<file path="src/rtl/irq_status_pkg.sv">
package irq_status_pkg;

    localparam int unsigned EVT_COUNT = 4;

    // position of each auto-clearing event inside the event field
    localparam int unsigned EVT_PWON = 0;
    localparam int unsigned EVT_WAKE = 1;
    localparam int unsigned EVT_SPI  = 2;
    localparam int unsigned EVT_CMD  = 3;

    // the power-on event is reported out of reset
    localparam logic [EVT_COUNT-1:0] EVT_RESET_VAL = 4'b0001;

    typedef enum logic [1:0] {
        FR_IDLE   = 2'd0,
        FR_OTHER  = 2'd1,
        FR_STATUS = 2'd2,
        FR_FAULT  = 2'd3
    } frame_state_e;

endpackage

</file>
<file path="src/rtl/irq_frame_fsm.sv">
module irq_frame_fsm
    import irq_status_pkg::*;
(
    input  logic clk,
    input  logic rst_n,
    input  logic csn,
    input  logic reg_sel,
    input  logic spi_err,
    output logic clr_pulse
);

    frame_state_e state_q, state_d;

    always_ff @(posedge clk or negedge rst_n) begin
        if (!rst_n) begin
            state_q <= FR_IDLE;
        end else begin
            state_q <= state_d;
        end
    end

    always_comb begin
        state_d = state_q;
        unique case (state_q)
            FR_IDLE: begin
                if (!csn) begin
                    if (spi_err)      state_d = FR_FAULT;
                    else if (reg_sel) state_d = FR_STATUS;
                    else              state_d = FR_OTHER;
                end
            end
            FR_OTHER: begin
                if (csn)          state_d = FR_IDLE;
                else if (spi_err) state_d = FR_FAULT;
                else if (reg_sel) state_d = FR_STATUS;
            end
            FR_STATUS: begin
                if (csn)          state_d = FR_IDLE;
                else if (spi_err) state_d = FR_FAULT;
            end
            FR_FAULT: begin
                if (csn)          state_d = FR_IDLE;
            end
            default: state_d = FR_IDLE;
        endcase
    end

    always_comb begin
        clr_pulse = 1'b0;
        unique case (state_q)
            FR_STATUS: clr_pulse = csn && !spi_err;
            FR_IDLE, FR_OTHER, FR_FAULT: clr_pulse = 1'b0;
            default: clr_pulse = 1'b0;
        endcase
    end

endmodule

</file>
<file path="src/rtl/irq_status_bits.sv">
module irq_status_bits
    import irq_status_pkg::*;
#(
    parameter int unsigned NUM_BRANCH = 4
) (
    input  logic                  clk,
    input  logic                  rst_n,
    input  logic [NUM_BRANCH-1:0] branch_err,
    input  logic [EVT_COUNT-1:0]  evt,
    input  logic                  clr_pulse,
    output logic [NUM_BRANCH-1:0] branch_q,
    output logic [EVT_COUNT-1:0]  evt_q
);

    for (genvar b = 0; b < NUM_BRANCH; b++) begin : g_branch
        always_ff @(posedge clk or negedge rst_n) begin
            if (!rst_n) begin
                branch_q[b] <= 1'b0;
            end else begin
                branch_q[b] <= branch_err[b];
            end
        end
    end

    for (genvar e = 0; e < EVT_COUNT; e++) begin : g_evt
        always_ff @(posedge clk or negedge rst_n) begin
            if (!rst_n) begin
                evt_q[e] <= EVT_RESET_VAL[e];
            end else begin
                // a new event outranks a clear in the same cycle
                evt_q[e] <= evt[e] | (evt_q[e] & ~clr_pulse);
            end
        end
    end

endmodule

</file>
<file path="src/rtl/irq_status_reg.sv">
module irq_status_reg
    import irq_status_pkg::*;
#(
    parameter int unsigned NUM_BRANCH = 4
) (
    input  logic                            clk,
    input  logic                            rst_n,
    input  logic [NUM_BRANCH-1:0]           branch_err,
    input  logic                            por_evt,
    input  logic                            wake_evt,
    input  logic                            cmd_err,
    input  logic                            csn,
    input  logic                            reg_sel,
    input  logic                            spi_err,
    output logic [NUM_BRANCH+EVT_COUNT-1:0] status,
    output logic                            irq_n
);

    logic                  clr_pulse;
    logic [EVT_COUNT-1:0]  evt_vec;
    logic [NUM_BRANCH-1:0] branch_q;
    logic [EVT_COUNT-1:0]  evt_q;

    always_comb begin
        evt_vec           = '0;
        evt_vec[EVT_PWON] = por_evt;
        evt_vec[EVT_WAKE] = wake_evt;
        evt_vec[EVT_SPI]  = spi_err;
        evt_vec[EVT_CMD]  = cmd_err;
    end

    irq_frame_fsm u_fsm (
        .clk       (clk),
        .rst_n     (rst_n),
        .csn       (csn),
        .reg_sel   (reg_sel),
        .spi_err   (spi_err),
        .clr_pulse (clr_pulse)
    );

    irq_status_bits #(
        .NUM_BRANCH (NUM_BRANCH)
    ) u_bits (
        .clk        (clk),
        .rst_n      (rst_n),
        .branch_err (branch_err),
        .evt        (evt_vec),
        .clr_pulse  (clr_pulse),
        .branch_q   (branch_q),
        .evt_q      (evt_q)
    );

    assign status = {evt_q, branch_q};
    assign irq_n  = ~(|status);

endmodule

</file>
<file path="config.mk">
export PLATFORM = sky130hd
export DESIGN_NAME = irq_status_reg
export DESIGN_NICKNAME = d
export VERILOG_FILES = /design/src/rtl/irq_status_pkg.sv /design/src/rtl/irq_frame_fsm.sv /design/src/rtl/irq_status_bits.sv /design/src/rtl/irq_status_reg.sv
export SDC_FILE = /design/constraint.sdc
export NUM_CORES = 1
export LEC_CHECK = 0
export ABC_AREA = 1
export ABC_CLOCK_PERIOD_IN_PS = 2800
export BUFFER_PORTS_ARGS = -buffer_cell sky130_fd_sc_hd__buf_4
export CAP_MARGIN = 20
export CORE_MARGIN = 2
export CORE_UTILIZATION = 25
export DETAILED_ROUTE_END_ITERATION = 10
export RECOVER_POWER = 25
export SLEW_MARGIN = 20
export SYNTH_ARGS = -nofsm -noshare
export SYNTH_HDL_FRONTEND = slang
export SYNTH_SLANG_ARGS = --single-unit
</file>
<file path="constraint.sdc">
create_clock -name clk -period 2.8 [get_ports clk]
set_clock_uncertainty 0.05 [all_clocks]
set_input_delay 0 -clock clk [delete_from_list [all_inputs] [get_ports clk]]
set_output_delay 0 -clock clk [all_outputs]
set_load 0.01 [all_outputs]
</file>
==> results of run 1 <==
layout make-up:
| class | count | area (µm²) | area share (%) |
|---|---|---|---|
| multi-input cells | 39 | 195 | 24.8 |
| repair buffers | 30 | 246 | 31.3 |
| clock buffers | 4 | 36.3 | 4.61 |
| well taps | 25 | 31.3 | 3.97 |
| flip-flops and latches | 10 | 251 | 32.0 |
| inverters | 7 | 26.3 | 3.34 |
layer usage:
| layer | vias up | track usage (%) |
|---|---|---|
| met5 | - | 0 |
| met4 | 0 | 6.67 |
| met3 | 2 | 5.66 |
| met2 | 8 | 20.8 |
| met1 | 218 | 14.6 |
| li1 | 246 | - |
synth_stat cells, drive strengths merged:
cell type,n,area (µm²)
or2,1,6.26
nand4,1,6.26
inv,7,26.3
nor2,11,48.8
dfstp,1,26.3
o21ai,3,15.0
o21bai,3,22.5
nor3,2,15.0
nand3,6,30.0
dfrtp,9,225
nand2,11,43.8
o211ai,1,7.51
metrics by stage:
step | cell area (µm²) | setup slack, ps
floorplan | 473 | 1800
global placement | 654 | 1720
detailed placement | 654 | 1700
CTS | 791 | 1570
global route | 787 | 1460
finish | 787 | 1600
worst max-delay path, cell delays in order (launching register included):
cell	delay, ps
dfrtp_1	380
nor2_1	120
nand4_1	100
nor3_1	140
buf_4	150
what timing repair did:
item | 4_1_cts | 5_1_grt
hold buffers | 10 | 0
gates resized for setup | 0 | 0
endpoints found under the hold margin | 19 | 0
buffers inserted | 0 | 0
power by group:
part / internal (mW) / switching, mW / total [mW]
combinational: 0.0766 / 0.0854 / 0.162
sequential: 0.171 / 0.0322 / 0.204
clock: 0.0789 / 0.0481 / 0.127
logic make-up (layout without fill, tap and decap cells):
| group | after synthesis | count (layout) |
|---|---|---|
| DFF | 10 | 10 |
| and+or+nand+nor | 32 | 32 |
| buffers and inverters | 7 | 41 |
| AOI/OAI and AO/OA | 7 | 7 |
how the worst max path moves through the flow:
stage	start	to	slack [ps]	cells past startpoint
floorplan	u_fsm.state_q[1]	u_fsm.state_q[1]	1800	6
global placement	u_fsm.state_q[1]	u_fsm.state_q[1]	1720	6
detailed placement	u_fsm.state_q[1]	u_fsm.state_q[1]	1700	6
CTS	u_bits.branch_q[3]	irq_n	1570	4
global route	u_bits.branch_q[3]	irq_n	1460	4
finish	u_bits.branch_q[3]	irq_n	1600	4
flip-flops by register name, summed over array words and instances (netlist names):
signal	flops
u_fsm.state_q	2
u_bits.branch_q	4
u_bits.evt_q	4
==> out/results.env, run 1 <==
FINALCOREUTILIZATION_PCT=45.1
NETLIST_INSTANCES=56
WORST_HOLD_PATH.NUM_CELLS=6
POST_LAYOUT_NONFILLER_INSTANCES=115
ENDPOINT_KIND='output port'
DETAIL_ROUTE.FIRST_PASS.ITERATIONS=4
VIAS_PER_CELL=4.12
FIN_NETS=103
ANTENNA_CELLS=0
GRT_START_MAX_NET_PINS=11
CLOCKBUFFERDEPTH=2
CHIPWIDTH_UM=47.5
LAYOUT_COMMONEST_CELL='buf_4'
ROW_COUNT=15
HOLDCRITPATHCLASS='primary input to flip-flop'
DIE_H_UM=47.5
FIRST_PASS_GRT_WIRE_LENGTH_MM=1.92
SYN_NETS=68
CLOCKROOTBUFFER='clkbuf_4'
TOTALWIRELENGTH_MM=1.14
LEAKAGEPOWER_nW=0.396
CP.REQUIRED_PS=2750
RSZ0062_AT_GRT='false'
COUNT_OF_STATE_ELEMENTS_AFTER_SYNTHESIS=10
CTSHTREEMAXLEVEL=1
CRITPATHLAUNCHTYPE='flip-flop'
CLOCK-SINKS=10
FP.DIEAREA_UM2=2260
GLOBALPLACE.CONGESTION=0.728
START_UTIL_PCT=27.1
FINAL.PERIOD_UTILIZATION_PCT=42.8
HOLD_VIOLATIONS=0
IO_BUFFER_COUNT=20
SYNTH_TOP_FAMILY_BY_AREA='simple AND/OR/NAND/NOR gates'
WORST_SKEW_PAIR.LATE_LATENCY_PS=260
DRV.MAX_CAP_VIOLATION_COUNT=0
NUMBER_OF_DRC_VIOLATIONS_AFTER_DETAILED_ROUTING=0
WORSTPATHMAXFANOUT=2
BOUNDARYPINS=21
POST_SYNTH_INSTANCE_AREA_UM2=473
POST_SYNTH_MUX_AREA_SHARE_PCT=0
WIRE_PER_INST_UM=9.90
MAX_CLOCK_FREQ_MHz=835
INITIAL_ANTENNA_VIOLATION_COUNT=0
DESIGN.CORE.AREA_UM2=1750
MEAN_CELL_AREA_OF_THE_MAPPED_NETLIST_UM2=8.45
ROUTE.LAYER.MET1.WL_UM=458
REGISTER_TO_REGISTER_SETUP_SLACK_PS=1690
WORSTMARGINPINSLEW_PS=526
GRT_USAGE_PCT=13.0
TOP_LAYER='met4'
ROUTE.MET2.WL_UM=616
RELATIVE_MAX_TRANSITION_MARGIN_PCT=64.9
GLOBAL_ROUTE.OVERFLOW_TOTAL=0
STATUS='complete, no violations'
CRITICAL_PATH_ARRIVAL_PS=1150
POWER_PER_CELL_AREA_nW_PER_UM2=626
NUMBER_OF_SYNTHESIS_WARNINGS=0
SYNTH-COMPOUND-AREA-SHARE_PCT=9.52
PLACEDCELLCOUNT=101
LAYOUT_COMMON_CELLS='19 x buf_4, 10 x nand2_1, 10 x dlygate4sd3_1'
IR_WORST_VDD_uV=298
CTS-BUFFERS-INSERTED=3
SYNTH_SEQUENTIAL_AREA_RATIO_PCT=53.2
CRIT_TYPE='flip-flop to output port'
REG2REGPATHDEPTH=6
LAUNCH_INSTANCE_OF_THE_WORST_REGISTER_TO_REGISTER_PATH='u_fsm.state_q[1]'
YS_TYPES=17
INITIALDRTVIOLATIONCOUNT=7
ROUTE.VIAS.TOTAL=474
WORST_HOLD_PATH.ENDPOINT='u_fsm.state_q[1]'
HOLD_PATH_STARTPOINT='csn'
WORST_R2R_ENDPOINT='u_fsm.state_q[1]'
TRITONCTS='built'
ANT_NETS=0
SETUP_VIOLATIONS=0
PERIOD_MINUS_SLACK_PS=1200
WL_MET3_UM=43
SLEW_VIOL_FINAL=0
DP.FINAL_HPWL_UM=831
LAYOUT-DRIVE-GT1-SHARE_PCT=33.3
POWER_mW=0.493
NUM-FILL-CELLS=169
SYNTH_SIMPLE_GATE_AREA_SHARE_PCT=31.7
AREA.GROWTH.SYNTH_TO_FINAL_PCT=66.4
FINALSETUPTNS_PS=0
POST_SYNTH_FA_HA_MAJ_AREA_FRACTION_PCT=0
POST_SYNTH_XOR_AREA_FRACTION_PCT=0
FIRST_GLOBAL_VIAS=452
CLKTRANSATPATHREGS_PS=60
WHS_PS=79.8
Note: power is estimated with default switching activity, not from simulation.
==> run 2, diff against run 1 <==
ABC_CLOCK_PERIOD_IN_PS = 1000   (was 2800)
clock period = 1 ns   (was 2.8 ns; I/O delays follow)
==> run 2 against run 1 <==
  * The run now ends with setup timing left
  * Global-route usage increased by 0.31 points
  * Clock power rose by 120%
  * Worst hold slack got worse by 24 ps
  * Critical path type unchanged
  * Critical endpoint unchanged
==> out/results.env, run 2 (synthesis results as in run 1) <==
HOLD_VIOLATIONS=0
TIMING.FINAL.WS_SETUP_PS=-190
CRITICAL_PATH_ARRIVAL_PS=1140
CTS-BUFFERS-INSERTED=3
SETUP_VIOLATIONS=7
IR_WORST_VDD_uV=1140
DIE_H_UM=47.5
ROW_COUNT=15
NUM-FILL-CELLS=170
FIRST_GLOBAL_VIAS=471
CRITPATHLAUNCHTYPE='flip-flop'
FIRST_PASS_GRT_WIRE_LENGTH_MM=1.95
HOLDCRITPATHCLASS='primary input to flip-flop'
FP.DIEAREA_UM2=2260
VIAS_PER_CELL=4.21
REG.LARGEST.LIST='u_bits.branch_q x4, u_bits.evt_q x4, u_fsm.state_q x2'
PERIOD_MINUS_SLACK_PS=1190
DELAY_OF_THE_SLOWEST_CELL_ON_THE_WORST_PATH_PS=390
START_UTIL_PCT=27.1
INITIAL_ANTENNA_VIOLATION_COUNT=0
STATUS='complete, but fails checks'
POWER.SHARE.COMBINATIONAL_PCT=36.1
RELATIVE_MAX_TRANSITION_MARGIN_PCT=65.4
CLOCK-SINKS=10
WIRE_PER_INST_UM=10.2
BOUNDARYPINS=21
CLOCKROOTBUFFER='clkbuf_4'
CPLARGESTDELAYFAMILY='flip-flops'
CLOCKBUFFERDEPTH=2
ANTENNA_CELLS=0
POWER.INTERNAL_mW=0.886
CHIPWIDTH_UM=47.5
LAYOUT_COMMONEST_CELL='buf_4'
GLOBAL_ROUTE.OVERFLOW_TOTAL=0
CRIT_CHAIN='nor2_2 -> nand4_1 -> nor3_2 -> buf_4'
WORSTPATHMAXFANOUT=2
GLOBALPLACE.CONGESTION=0.788
IO_BUFFER_COUNT=20
CRIT_SLOWEST_CELL='dfrtp_1'
CLOCK_POWER_SHARE_PCT=20.1
FINALSETUPTNS_PS=-468
LAYOUT_COMMON_CELLS='19 x buf_4, 11 x dlygate4sd3_1, 10 x nand2_1'
MAX_CLOCK_FREQ_MHz=840
FIN_NETS=104
LAYOUT-DRIVE-GT1-SHARE_PCT=39.6
WORST_SKEW_PAIR.LATE_LATENCY_PS=260
VIOLATIONS_IN_THE_FINAL_REPORTS='setup timing'
DRV.MAX_CAP_VIOLATION_COUNT=0
FINAL.PERIOD_UTILIZATION_PCT=119
POWER_PER_CELL_AREA_nW_PER_UM2=1710
WORSTMARGINPINSLEW_PS=518
AREA.GROWTH.SYNTH_TO_FINAL_PCT=75.1
NETSWITCHINGFRACTION_PCT=37.4
SWITCHING_POWER_SUMMED_OVER_ALL_NETS_mW=0.530
CRITICAL_PATH.N_BUFFERS_INVERTERS=1
DETAIL_ROUTE.FIRST_PASS.ITERATIONS=4
POWER_mW=1.42
SETUP_SLACK_AT_PLACEMENT_PS=-106
ROUTE.VIAS.TOTAL=488
SEQPWRFRAC_PCT=43.9
GRT_USAGE_PCT=13.3
CP.REQUIRED_PS=950
SLEW_VIOL_FINAL=0
TOTALWIRELENGTH_MM=1.18
LEAKAGEPOWER_nW=0.400
RSZ0062_AT_GRT='true'
DESIGN.CORE.AREA_UM2=1750
NUMBER_OF_DRC_VIOLATIONS_AFTER_DETAILED_ROUTING=0
INITIALDRTVIOLATIONCOUNT=4
GRT_START_MAX_NET_PINS=11
ANT_NETS=0
TRITONCTS='built'
CRIT_TYPE='flip-flop to output port'
ENDPOINT_KIND='output port'
CTSHTREEMAXLEVEL=1
DP.FINAL_HPWL_UM=803
CLKTRANSATPATHREGS_PS=60
run 2: worst reg2reg max path, stage by stage (launching register included):
cell      delay (ps)
dfrtp_2          470
inv_4            100
nand2_4           60
nor3_4           180
o21bai_1          90
run 2: worst paths after layout:
| check | startpoint | to | slack, ps | cells after the start |
|---|---|---|---|---|
| setup / recovery | u_bits.branch_q[3] | irq_n | -190 | 4 |
| hold / removal | csn | u_fsm.state_q[1] | 60 | 6 |
| setup reg to reg | u_fsm.state_q[0] | u_bits.evt_q[3] | -70 | 4 |
| hold reg to reg | u_bits.evt_q[0] | u_bits.evt_q[0] | 450 | 2 |
| max in group asynchronous | rst_n | u_fsm.state_q[1] | 350 | 2 |
| min in group asynchronous | rst_n | u_bits.evt_q[1] | 180 | 2 |
run 2: what timing repair did:
action	4_1_cts	5_1_grt
gates cloned	0	0
buffers inserted	0	0
endpoints found under the setup margin	7	7
hold buffers	11	0
endpoints found under the hold margin	19	0
pin swaps	2	1
resized for setup	9	3
run 2: layer usage:
metal  wire length [µm]  GRT usage, %  share of wire [%]
met1                463          13.6                 39
met2                663          22.2                 56
met3                 32          6.79                2.7
met4                 19          6.67                1.6
met5                  0             0                  0
run 2: through the flow:
step | instances | cell area, µm² | hold slack [ps] | utilization (%)
after floorplan | 56 | 473 | -346 | -
after global placement | 101 | 654 | -216 | 37.5
after detailed placement | 101 | 654 | -217 | 37.5
after CTS | 116 | 822 | 46.9 | 47.1
after global routing | 116 | 828 | 79.4 | 47.5
final | 116 | 828 | 56.2 | 47.5
run 2: final cells by class:
type	count	area [µm²]	area share, %
flip-flops and latches	10	254	30.7
clock buffers	4	26.3	3.17
repair buffers	31	256	31.0
well taps	25	31.3	3.78
multi-input cells	39	231	27.9
inverters	7	28.8	3.47
run 2: power by group through the flow:
stage	clock network, mW	registers [mW]	logic, mW
floorplan	0	0.582	0.265
global placement	0	0.572	0.420
detailed placement	0	0.575	0.418
CTS	0.295	0.603	0.506
global route	0.327	0.630	0.578
finish	0.284	0.621	0.511
==> run 3, diff against run 2 <==
ABC_AREA = default   (was 1)
==> run 3 against run 2 <==
  * The flow still finishes with violations (setup timing)
  * Worst setup slack got worse by 250 ps
  * Global-route usage fell by 0.24 points
  * Critical path type unchanged
  * Critical endpoint unchanged
  * Clock power rose by 24%
==> out/results.env, run 3 <==
STATUS='complete, but fails checks'
VIOLATIONS_IN_THE_FINAL_REPORTS='setup timing'
INITIALDRTVIOLATIONCOUNT=1
CRIT_TYPE='flip-flop to output port'
CLOCKBUFFERDEPTH=2
VIAS_PER_CELL=4.18
ROUTE.VIAS.TOTAL=334
CP.REQUIRED_PS=950
YS_TYPES=10
SYNTH_ENABLE_FLOP_CELLS=0
WORST_SKEW_PAIR.LATE_LATENCY_PS=260
SYNTHARSTFLOPSHARE_PCT=100
GLOBALPLACE.CONGESTION=0.603
SETUP_VIOLATIONS=7
FIRST_PASS_GRT_WIRE_LENGTH_MM=1.39
CPLARGESTDELAYFAMILY='simple AND/OR/NAND/NOR gates'
ANTENNA_CELLS=0
START_UTIL_PCT=26.6
CRIT_SLOWEST_CELL='or4_4'
NETLIST_INSTANCES=24
WIRE_PER_INST_UM=11.2
LAYOUT-DRIVE-GT1-SHARE_PCT=53.8
NETLIST.TOP_CELL.BY_AREA='dfrtp_1'
RELATIVE_MAX_TRANSITION_MARGIN_PCT=65.7
FIRST_GLOBAL_VIAS=350
IR_WORST_VDD_uV=700
CTSHTREEMAXLEVEL=1
ROW_COUNT=13
POST_SYNTH_INSTANCE_AREA_UM2=342
DIE_H_UM=41.0
HOLD_VIOLATIONS=0
FP.DIEAREA_UM2=1680
INITIAL_ANTENNA_VIOLATION_COUNT=0
DETAIL_ROUTE.FIRST_PASS.ITERATIONS=2
HOLDCRITPATHCLASS='primary input to flip-flop'
GLOBAL_ROUTE.OVERFLOW_TOTAL=0
DP.FINAL_HPWL_UM=583
CRITICAL_PATH.N_BUFFERS_INVERTERS=1
CLOCK-SINKS=10
SYNTH.AREA.TOP_CELLS='dfrtp_1 66%, dfstp_2 7.7%, a21o_1 6.6%'
CRITICAL_PATH_ARRIVAL_PS=1390
CTS-BUFFERS-INSERTED=3
CRITPATHLAUNCHTYPE='flip-flop'
BOUNDARYPINS=21
FIN_NETS=78
TIMING.FINAL.WS_SETUP_PS=-435
DESIGN.CORE.AREA_UM2=1280
PERIOD_MINUS_SLACK_PS=1440
TOTALWIRELENGTH_UM=892
DRV.MAX_CAP_VIOLATION_COUNT=0
NUMBER_OF_SYNTHESIS_WARNINGS=0
MEAN_CELL_AREA_OF_THE_MAPPED_NETLIST_UM2=14.2
SYNTH_SEQUENTIAL_AREA_RATIO_PCT=73.6
CRIT_CHAIN='or4_4 -> nor2_2 -> buf_4'
MAX_CLOCK_FREQ_MHz=697
DELAY_OF_THE_SLOWEST_CELL_ON_THE_WORST_PATH_PS=530
CLKTRANSATPATHREGS_PS=70
LAYOUT_COMMONEST_CELL='buf_4'
GRT_START_MAX_NET_PINS=11
POWER_PER_CELL_AREA_nW_PER_UM2=1310
IO_BUFFER_COUNT=20
SYNTH_COMMON_CELLS='9 x dfrtp_1, 3 x a21o_1, 3 x nor2_1, 2 x nand2b_1, 2 x or4_1'
SLEW_VIOL_FINAL=0
NUMBER_OF_DRC_VIOLATIONS_AFTER_DETAILED_ROUTING=0
FINALCOREUTILIZATION_PCT=56.9
AREA.GROWTH.SYNTH_TO_FINAL_PCT=114
FINAL_AREA_UM2=731
FINALSETUPTNS_PS=-1220
GRT_USAGE_PCT=13.0
REG.LARGEST.LIST='u_bits.branch_q x4, u_bits.evt_q x4, u_fsm.state_q x2'
LEAKAGEPOWER_nW=0.332
ENDPOINT_KIND='output port'
POWER_mW=0.955
FINAL.PERIOD_UTILIZATION_PCT=144
ANT_NETS=0
DOMINANT_SYNTHESIZED_FLOP_CELL='dfrtp_1'
TRITONCTS='built'
COUNT_OF_STATE_ELEMENTS_AFTER_SYNTHESIS=10
CLOCKROOTBUFFER='clkbuf_4'
SYN_NETS=36
WHS_PS=40.6
POST-SYNTH-TOP-COUNT-CELL='dfrtp_1'
YOSYSTOPAREACELLSHARE_PCT=65.9
RSZ0062_AT_GRT='true'
PLACEDINSTANCEAREA_UM2=551
LAYOUT_COMMON_CELLS='21 x buf_4, 11 x dlygate4sd3_1, 9 x dfrtp_1'
WORSTPATHMAXFANOUT=2
CHIPWIDTH_UM=41.0
WORSTMARGINPINSLEW_PS=515
## run 3: cell count changes after synthesis, moves of 3 or more
| cell | change |
|---|---|
| nand3_1 | -6 |
| nor2_1 | -5 |
| nor2_2 | -3 |
| a21o_1 | +3 |
| nand2_1 | -10 |
| inv_1 | -6 |
| o21bai_1 | -3 |
## run 3: what timing repair did
| item | 4_1_cts | 5_1_grt |
|---|---|---|
| setup buffers | 0 | 2 |
| gates cloned | 0 | 0 |
| hold endpoints to repair | 20 | 0 |
| pin swaps | 2 | 1 |
| hold buffers | 11 | 0 |
| endpoints found under the setup margin | 6 | 7 |
| gates resized for setup | 4 | 2 |
## run 3: layout make-up
| cell class | instances | area [µm²] |
|---|---|---|
| clock buffer | 4 | 36.3 |
| tap | 15 | 18.8 |
| sequential | 10 | 251 |
| fill | 120 | 554 |
| timing repair buffer | 37 | 317 |
| multi-input combinational | 14 | 108 |
## run 3: final timing paths
path,to,slack (ps),cells past startpoint,startpoint
min,u_bits.evt_q[3],40,3,spi_err
min reg2reg,u_bits.evt_q[3],540,2,u_bits.evt_q[3]
max reg2reg,u_bits.evt_q[1],-210,3,u_fsm.state_q[0]
max in group asynchronous,u_bits.evt_q[0],360,2,rst_n
min in group asynchronous,u_bits.branch_q[0],170,2,rst_n
max,irq_n,-440,3,u_bits.branch_q[1]
## run 3: routing by layer
layer | share of wire [%] | GRT usage, %
met4 | 0 | 5.00
met2 | 49 | 23.8
met5 | 0 | 0
met3 | 6.2 | 3.26
met1 | 45 | 14.1
## run 3: cell families after synthesis
family,after synthesis,share of synthesized area [%]
DFF,10,73.6
and+or+nand+nor,9,16.1
AOI/OAI and AO/OA,5,10.3
## run 3: worst register-to-register path: stages (launching register included)
cell and delay, ps:
dfrtp_1 360, nand2b_4 130, or3b_4 400, a21o_1 160
## run 3: where the power goes
group	switching [mW]	total, mW	internal [mW]
Clock	0.131	0.352	0.221
Combinational	0.0510	0.161	0.110
Sequential	0.0145	0.442	0.427
Total	0.197	0.955	0.758
## run 3: through the flow
stage | setup WS (ps) | std cells
floorplan | -164 | 24
global placement | -186 | 63
detailed placement | -192 | 63
CTS | -449 | 78
global route | -481 | 80
finish | -435 | 80
